### src/rtl/vfd_pkg.sv
package vfd_pkg;

   // Position inside a digit slot, in time order.
   typedef enum logic [1:0] {
      PH_BLANK  = 2'd0,
      PH_STROBE = 2'd1,
      PH_LIT    = 2'd2,
      PH_DARK   = 2'd3
   } vfd_phase_e;

   // Width of the brightness field in the control word.
   localparam int DIM_W = 3;

endpackage

### src/rtl/vfd_timing.sv
module vfd_timing
   import vfd_pkg::*;
#(
   parameter int N_GRID      = 16,
   parameter int BLANK_CLKS  = 4,
   parameter int STROBE_CLKS = 2,
   parameter int STEP_CLKS   = 2,
   localparam int DW         = $clog2(N_GRID),
   localparam int SLOT       = BLANK_CLKS + STROBE_CLKS + 8 * STEP_CLKS,
   localparam int CW         = $clog2(SLOT)
)(
   input  logic             clk,
   input  logic             rst_n,
   input  logic [DW-1:0]    ndig_m1,
   input  logic [DIM_W-1:0] dim,
   output logic [DW-1:0]    digit,
   output vfd_phase_e       phase,
   output logic             frame_end,
   output logic             key_smp
);

   logic [CW-1:0] cnt_q;
   logic [DW-1:0] dig_q;
   logic          slot_last;
   logic [CW:0]   lit_len;
   logic [CW:0]   lit_pos;

   assign slot_last = (cnt_q == CW'(SLOT - 1));
   assign frame_end = slot_last && (dig_q == ndig_m1);
   assign digit     = dig_q;
   assign key_smp   = (cnt_q == CW'(BLANK_CLKS + STROBE_CLKS - 1));

   always_ff @(posedge clk) begin
      if (!rst_n) begin
         cnt_q <= '0;
         dig_q <= '0;
      end else if (slot_last) begin
         cnt_q <= '0;
         dig_q <= frame_end ? '0 : dig_q + 1'b1;
      end else begin
         cnt_q <= cnt_q + 1'b1;
      end
   end

   // Lit window: (level+1) steps counted from the end of the strobe.
   assign lit_len = (CW+1)'(dim) * (CW+1)'(STEP_CLKS) + (CW+1)'(STEP_CLKS);
   assign lit_pos = {1'b0, cnt_q} - (CW+1)'(BLANK_CLKS + STROBE_CLKS);

   always_comb begin
      if (cnt_q < CW'(BLANK_CLKS))
         phase = PH_BLANK;
      else if (cnt_q < CW'(BLANK_CLKS + STROBE_CLKS))
         phase = PH_STROBE;
      else if (lit_pos < lit_len)
         phase = PH_LIT;
      else
         phase = PH_DARK;
   end

   if (BLANK_CLKS < 1) begin : g_bad_blank
      $error("vfd_timing: BLANK_CLKS must be at least 1");
   end
   if (STROBE_CLKS < 2) begin : g_bad_strobe
      $error("vfd_timing: STROBE_CLKS must be at least 2 so returns settle");
   end
   if (STEP_CLKS < 1) begin : g_bad_step
      $error("vfd_timing: STEP_CLKS must be at least 1");
   end

endmodule

### src/rtl/vfd_shadow.sv
module vfd_shadow
   import vfd_pkg::*;
#(
   parameter int N_GRID = 16,
   parameter int SEG_W  = 32,
   localparam int DW    = $clog2(N_GRID),
   localparam int AW    = DW + 1
)(
   input  logic             clk,
   input  logic             rst_n,
   input  logic             wr_en,
   input  logic [AW-1:0]    wr_addr,
   input  logic [SEG_W-1:0] wr_data,
   input  logic             frame_end,
   input  logic [DW-1:0]    digit,
   output logic [SEG_W-1:0] row_o,
   output logic [DW-1:0]    ndig_m1_o,
   output logic [DIM_W-1:0] dim_o
);

   localparam logic [AW-1:0] CTRL_ADDR = AW'(N_GRID);

   logic [SEG_W-1:0] pend_q [N_GRID];
   logic [SEG_W-1:0] act_q  [N_GRID];
   logic [DW-1:0]    pend_ndig_q, act_ndig_q;
   logic [DIM_W-1:0] pend_dim_q,  act_dim_q;
   logic             ctrl_hit;

   assign ctrl_hit = wr_en && (wr_addr == CTRL_ADDR);

   always_ff @(posedge clk) begin
      if (!rst_n) begin
         for (int r = 0; r < N_GRID; r++) pend_q[r] <= '0;
      end else if (wr_en && !wr_addr[AW-1]) begin
         pend_q[wr_addr[DW-1:0]] <= wr_data;
      end
   end

   always_ff @(posedge clk) begin
      if (!rst_n) begin
         pend_ndig_q <= '0;
         pend_dim_q  <= '0;
      end else if (ctrl_hit) begin
         pend_ndig_q <= wr_data[DW-1:0];
         pend_dim_q  <= wr_data[DW +: DIM_W];
      end
   end

   // Whole pending copy moves to the live copy in one edge at frame end.
   always_ff @(posedge clk) begin
      if (!rst_n) begin
         for (int r = 0; r < N_GRID; r++) act_q[r] <= '0;
         act_ndig_q <= '0;
         act_dim_q  <= '0;
      end else if (frame_end) begin
         for (int r = 0; r < N_GRID; r++) act_q[r] <= pend_q[r];
         act_ndig_q <= pend_ndig_q;
         act_dim_q  <= pend_dim_q;
      end
   end

   assign row_o     = act_q[digit];
   assign ndig_m1_o = act_ndig_q;
   assign dim_o     = act_dim_q;

   if (SEG_W < DW + DIM_W) begin : g_bad_word
      $error("vfd_shadow: data word too narrow for control fields");
   end

endmodule

### src/rtl/vfd_keyscan.sv
module vfd_keyscan #(
   parameter int N_COL = 16,
   parameter int N_RET = 8,
   localparam int DW   = $clog2(N_COL)
)(
   input  logic                   clk,
   input  logic                   rst_n,
   input  logic [N_RET-1:0]       key_ret,
   input  logic                   key_smp,
   input  logic                   frame_end,
   input  logic [DW-1:0]          digit,
   input  logic [DW-1:0]          ndig_m1,
   output logic [N_COL*N_RET-1:0] key_map
);

   logic [N_COL-1:0][N_RET-1:0] cur_q;
   logic [N_COL-1:0][N_RET-1:0] prev_q;
   logic [N_COL-1:0][N_RET-1:0] map_q;

   always_ff @(posedge clk) begin
      if (!rst_n) begin
         cur_q  <= '0;
         prev_q <= '0;
         map_q  <= '0;
      end else begin
         for (int c = 0; c < N_COL; c++) begin
            if (key_smp && (digit == DW'(c))) begin
               cur_q[c] <= key_ret;
            end else if (frame_end) begin
               if (DW'(c) > ndig_m1) begin
                  cur_q[c]  <= '0;
                  prev_q[c] <= '0;
                  map_q[c]  <= '0;
               end else begin
                  if (cur_q[c] == prev_q[c]) map_q[c] <= cur_q[c];
                  prev_q[c] <= cur_q[c];
               end
            end
         end
      end
   end

   assign key_map = map_q;

endmodule

### src/rtl/vfd_drive.sv
module vfd_drive
   import vfd_pkg::*;
#(
   parameter int N_GRID    = 16,
   parameter int N_SEG_DED = 24,
   parameter int N_SHARED  = 8,
   localparam int DW       = $clog2(N_GRID),
   localparam int SEG_W    = N_SEG_DED + N_SHARED,
   localparam int FIRST_SH = N_GRID - N_SHARED
)(
   input  logic                 clk,
   input  logic                 rst_n,
   input  vfd_phase_e           phase,
   input  logic [DW-1:0]        digit,
   input  logic [DW-1:0]        ndig_m1,
   input  logic [SEG_W-1:0]     row,
   output logic [N_GRID-1:0]    grid_o,
   output logic [N_SEG_DED-1:0] seg_o
);

   logic                 lit;
   logic                 strobe;
   logic [N_GRID-1:0]    grid_n;
   logic [N_SEG_DED-1:0] seg_n;

   assign lit    = (phase == PH_LIT);
   assign strobe = (phase == PH_STROBE);

   for (genvar j = 0; j < N_GRID; j++) begin : g_grid
      if (j < FIRST_SH) begin : g_fixed
         assign grid_n[j] = lit && (digit == DW'(j));
      end else begin : g_shared
         // Grid while the digit is enabled, otherwise an extra segment bit.
         assign grid_n[j] = (ndig_m1 >= DW'(j)) ? (lit && (digit == DW'(j)))
                                                 : (lit && row[N_SEG_DED + j - FIRST_SH]);
      end
   end

   for (genvar i = 0; i < N_SEG_DED; i++) begin : g_seg
      if (i < N_GRID) begin : g_keycol
         assign seg_n[i] = lit ? row[i] : (strobe && (digit == DW'(i)));
      end else begin : g_plain
         assign seg_n[i] = lit && row[i];
      end
   end

   always_ff @(posedge clk) begin
      if (!rst_n) begin
         grid_o <= '0;
         seg_o  <= '0;
      end else begin
         grid_o <= grid_n;
         seg_o  <= seg_n;
      end
   end

endmodule

### src/rtl/vfd_scan_ctrl.sv
module vfd_scan_ctrl
   import vfd_pkg::*;
#(
   parameter int N_GRID      = 16,
   parameter int N_SEG_DED   = 24,
   parameter int N_SHARED    = 8,
   parameter int N_RET       = 8,
   parameter int BLANK_CLKS  = 4,
   parameter int STROBE_CLKS = 2,
   parameter int STEP_CLKS   = 2,
   localparam int DW         = $clog2(N_GRID),
   localparam int AW         = DW + 1,
   localparam int SEG_W      = N_SEG_DED + N_SHARED
)(
   input  logic                    clk,
   input  logic                    rst_n,
   input  logic                    wr_en,
   input  logic [AW-1:0]           wr_addr,
   input  logic [SEG_W-1:0]        wr_data,
   input  logic [N_RET-1:0]        key_ret,
   output logic [N_GRID-1:0]       grid_o,
   output logic [N_SEG_DED-1:0]    seg_o,
   output logic                    frame_done,
   output logic [N_GRID*N_RET-1:0] key_map
);

   logic [DW-1:0]    digit;
   vfd_phase_e       phase;
   logic             frame_end;
   logic             key_smp;
   logic [SEG_W-1:0] row;
   logic [DW-1:0]    ndig_m1;
   logic [DIM_W-1:0] dim;

   vfd_timing #(
      .N_GRID(N_GRID), .BLANK_CLKS(BLANK_CLKS),
      .STROBE_CLKS(STROBE_CLKS), .STEP_CLKS(STEP_CLKS)
   ) i_timing (
      .clk(clk), .rst_n(rst_n), .ndig_m1(ndig_m1), .dim(dim),
      .digit(digit), .phase(phase), .frame_end(frame_end), .key_smp(key_smp)
   );

   vfd_shadow #(.N_GRID(N_GRID), .SEG_W(SEG_W)) i_shadow (
      .clk(clk), .rst_n(rst_n), .wr_en(wr_en), .wr_addr(wr_addr),
      .wr_data(wr_data), .frame_end(frame_end), .digit(digit),
      .row_o(row), .ndig_m1_o(ndig_m1), .dim_o(dim)
   );

   vfd_keyscan #(.N_COL(N_GRID), .N_RET(N_RET)) i_keys (
      .clk(clk), .rst_n(rst_n), .key_ret(key_ret), .key_smp(key_smp),
      .frame_end(frame_end), .digit(digit), .ndig_m1(ndig_m1),
      .key_map(key_map)
   );

   vfd_drive #(
      .N_GRID(N_GRID), .N_SEG_DED(N_SEG_DED), .N_SHARED(N_SHARED)
   ) i_drive (
      .clk(clk), .rst_n(rst_n), .phase(phase), .digit(digit),
      .ndig_m1(ndig_m1), .row(row), .grid_o(grid_o), .seg_o(seg_o)
   );

   always_ff @(posedge clk) begin
      if (!rst_n) frame_done <= 1'b0;
      else        frame_done <= frame_end;
   end

   if ((1 << DW) != N_GRID) begin : g_bad_grid
      $error("vfd_scan_ctrl: N_GRID must be a power of two");
   end
   if (N_SEG_DED < N_GRID) begin : g_bad_cols
      $error("vfd_scan_ctrl: key columns need one dedicated segment line each");
   end
   if (N_SHARED > N_GRID || N_SHARED < 0) begin : g_bad_shared
      $error("vfd_scan_ctrl: N_SHARED out of range");
   end

endmodule

### config.mk
export PLATFORM = sky130hd
export DESIGN_NAME = vfd_scan_ctrl
export DESIGN_NICKNAME = d
export VERILOG_FILES = /design/src/rtl/vfd_pkg.sv /design/src/rtl/vfd_timing.sv /design/src/rtl/vfd_shadow.sv /design/src/rtl/vfd_keyscan.sv /design/src/rtl/vfd_drive.sv /design/src/rtl/vfd_scan_ctrl.sv
export SDC_FILE = /design/constraint.sdc
export NUM_CORES = 2
export LEC_CHECK = 0
export BUFFER_PORTS_ARGS = -buffer_cell sky130_fd_sc_hd__buf_2
export CELL_PAD_IN_SITES_DETAIL_PLACEMENT = 1
export CELL_PAD_IN_SITES_GLOBAL_PLACEMENT = 1
export CORE_AREA = 3 3 453 455
export CTS_BUF_LIST = sky130_fd_sc_hd__clkbuf_8 sky130_fd_sc_hd__clkbuf_16
export CTS_CLUSTER_DIAMETER = 60
export DETAILED_ROUTE_END_ITERATION = 7
export DIE_AREA = 0 0 456 458
export HOLD_SLACK_MARGIN = 0.05
export PLACE_DENSITY = 0.57
export SETUP_SLACK_MARGIN = 0.5
export SLEW_MARGIN = 20
export SYNTH_ARGS = -nofsm -noshare
export SYNTH_HDL_FRONTEND = slang
export SYNTH_SLANG_ARGS = --single-unit
### constraint.sdc
create_clock -name clk -period 27.1 [get_ports clk]
set_input_delay 1.355 -clock clk [delete_from_list [all_inputs] [get_ports clk]]
set_output_delay 1.355 -clock clk [all_outputs]
set_load 0.02 [all_outputs]
==> results.yml <==
sta:
  drv_slew: 0
  setup_viol: 0
  final_hold_viol_count: 0
  fin_crit_ns: 5.186
  fin_setup_tns_ns: 0
  min_period_over_period_pct: 19.13
  tightest_slew_ns: 1.130
  fmax_mhz: 192.8
  fin_skew_ns: 0.03952
  rsz0062_at_grt: "false"
  relSlewSlack_pct: 24.70
  fin_ws_ns: 21.91
layout:
  finalInstanceArea_um2: 69490
  syn_to_final_growth_pct: 15.06
  final_layout_size_suffix_gt1_share_pct: 14.82
  fin_nets: 4865
  fillers: 21300
  final_cells: 7616
clock_tree:
  ctsHoldBuffers: 0
  htree_levels: 4
  cts_num_sinks: 1476
  tritoncts: "done"
  path_clk_slew_ns: 0.06
  cts_buffers: 168
  post_cts.resized_instances: 0
  clk_latency_ns: 0.82
  clockBufferDepth: 3
  post_cts.repair.setup_buffers: 0
  clock_tree.root_cell: "clkbuf_16"
die:
  die_w_um: 456
  io_pins: 217
  core_um2: 201700
  start_util_pct: 29.94
  die_area_um2: 208800
  rows: 165
  die_y_um: 458
power_and_ir_drop:
  swShare_pct: 22.27
  power.density_nw_per_um2: 69.89
  intPower_uw: 3775
  power_leakage_uw: 0.02497
  p_comb_share_pct: 2.9
  clockPowerShare_pct: 45.4
  sequentialPowerShare_pct: 51.7
  vdd_drop_max_mv: 0.06724
  p_switching_uw: 1082
global_routing:
  grt_pass1_vias: 39220
  grt_usage_pct: 17.57
  overflow: 0
  top_usage_layer: "met2"
  met1_usage_pct: 22.77
  antenna_found_initial: 24
  grt_util_met3_pct: 2.439
  grt_pass1_wl_mm: 273.5
  grt_start_max_net_pins: 204
  grtUsageMet2_pct: 30.76
placed_design:
  placed_cells: 7308
  io_buffers: 216
  hpwl_mm: 107.7
  pre_cts_ws_ns: 21.54
  dpl_cell_area_um2: 64140
  gp_congestion: 0.7563
yosys:
  netlist-cell-type-count: 59
  synthAdderAreaFrac_pct: 0.2279
  synth.most_common_cell: "edfxtp_1"
  synth.area.top_cells: "edfxtp_1 (51%), dfxtp_1 (15%), and2_1 (7.3%)"
  netlist_area_um2: 60390
  ys_top_cells_by_count: "edfxtp_1 (1024), and2_1 (707), dfxtp_1 (452), nand2_1 (367), and3_1 (331)"
  synth_compound_area_share_pct: 5.811
  synthSimpleGateAreaFrac_pct: 17.38
  synth_xor_area_share_pct: 2.055
  ys.flop_type: "edfxtp_1"
  synth_top_area_share_pct: 50.92
  synth_edf_count: 1024
  synthesis.nets: 4797
  synth_top_cell_by_area: "edfxtp_1"
  synth_seq_area_share_pct: 65.90
  synth_top_family_by_area: "simple AND/OR/NAND/NOR gates"
  ys.warnings.count: 0
  syn_inst: 4738
  async_reset_ff_share_pct: 0
  synth_mux_area_share_pct: 5.944
  syn_avg_cell_area_um2: 12.75
  ys_ff_latch: 1476
route:
  drt_iter0_markers: 2979
  first_pass_iters: 5
  dr_total_vias: 38020
  wl_per_cell_um: 24.44
  ant_nets: 0
  wirelength_mm: 186.2
  drc: 0
  avgViaCountPerCell: 4.993
run:
  maxCapViolCount: 0
status:
  outcome: "finished, final reports clean"
hold_path:
  hold_path_class: "reg2reg"
worst_setup_path:
  end_kind: "flop"
  start_kind: "flop"
  crit_type: "reg2reg"
  crit_fanout: 101
  crit_required_ns: 27.53
  cp.arrival_ns: 5.61
## registers in the layout, indices dropped and copies added, names as in the netlist, named ones only
signal	count
i_shadow.act_q	512
i_shadow.pend_q	512
i_keys.key_map	128
i_keys.prev_q	128
i_keys.cur_q	120
i_drive.seg_o	24
i_drive.grid_o	16
i_timing.cnt_q	5
i_shadow.ndig_m1_o	4
i_shadow.pend_ndig_q	4
i_timing.digit	4
i_shadow.dim_o	3
i_shadow.pend_dim_q	3
frame_done	1
## final cells by class
type                       instances  area (um^2)  area share [%]
timing repair buffer             286         1683           2.422
clock buffer                     188         4547           6.544
sequential                      1476        39810           57.30
antenna                            6        15.01         0.02161
tap                             2672         3343           4.811
multi-input combinational       2868        19270           27.74
clock inverter                   114        778.2           1.120
inverter                           6        30.03         0.04322
## worst max-delay path: stages, from the launching register on
cell     delay [ns]
dfxtp_2        0.78
xnor2_2        0.22
and4_1         0.83
nand2_8        0.57
nand2_4        0.70
buf_4          0.85
buf_6          0.71
## per-layer routing
metal / vias up / part of all wire [%]
li1: 17290 / -
met1: 19650 / 43
met2: 845 / 50
met3: 245 / 4.2
met4: 2 / 2.3
met5: - / 0.0059
## power by group through the flow
stage               logic [uW]  registers, uW  clock network [uW]
floorplan                 75.9           2570                   0
global placement           142           2560                   0
detailed placement         145           2560                   0
CTS                        145           2510                2260
global route               152           2520                2350
finish                     141           2510                2200
## logic make-up after synthesis
kind of cell,count (synthesis)
compound gates,606
xor+xnor,140
fa+ha+maj,11
buf+inv,394
flops,1476
mux,194
simple gates,1917
## metrics by stage
| step | total power, uW | hold slack [ns] | util (%) |
|---|---|---|---|
| after floorplan | 2648 | 0.4315 | - |
| after detailed placement | 2706 | 0.4459 | 31.80 |
| after global routing | 5020 | 0.4842 | 34.45 |
| after CTS | 4918 | 0.4529 | 34.44 |
| final | 4856 | 0.4584 | 34.45 |
| after global placement | 2700 | 0.4420 | 31.78 |
## path summary, 6_finish.rpt
check	start	to	slack [ns]	cells past startpoint
worst max-delay path	i_shadow.ndig_m1_o[3]	i_shadow.act_q[4][27]	21.91	6
worst min-delay path	i_shadow.pend_ndig_q[3]	i_shadow.ndig_m1_o[3]	0.46	2
worst max register to register	i_shadow.ndig_m1_o[3]	i_shadow.act_q[4][27]	21.91	6
worst min register to register	i_shadow.pend_ndig_q[3]	i_shadow.ndig_m1_o[3]	0.46	2
## placed cells by master, fill, tap and decap left out, types with 20 or more instances in the layout
master / Yosys / final
dfxtp_1: 452 / 447
xor2_1: 45 / 45
a2bb2oi_1: 56 / 56
a21oi_1: 323 / 323
nand4_1: 26 / 26
mux2i_1: 47 / 47
o21ai_0: 72 / 60
nand3_1: 310 / 310
inv_1: 5 / 57
and2_1: 707 / 707
and3_1: 331 / 331
edfxtp_1: 1024 / 1024
mux4_2: 130 / 130
clkinv_1: 1 / 20
xnor2_1: 93 / 93
clkbuf_16: 0 / 174
buf_4: 11 / 64
nor2_1: 97 / 83
o22ai_1: 101 / 101
buf_2: 76 / 215
nand2_1: 367 / 366
Power figures use the tool's default switching activity.
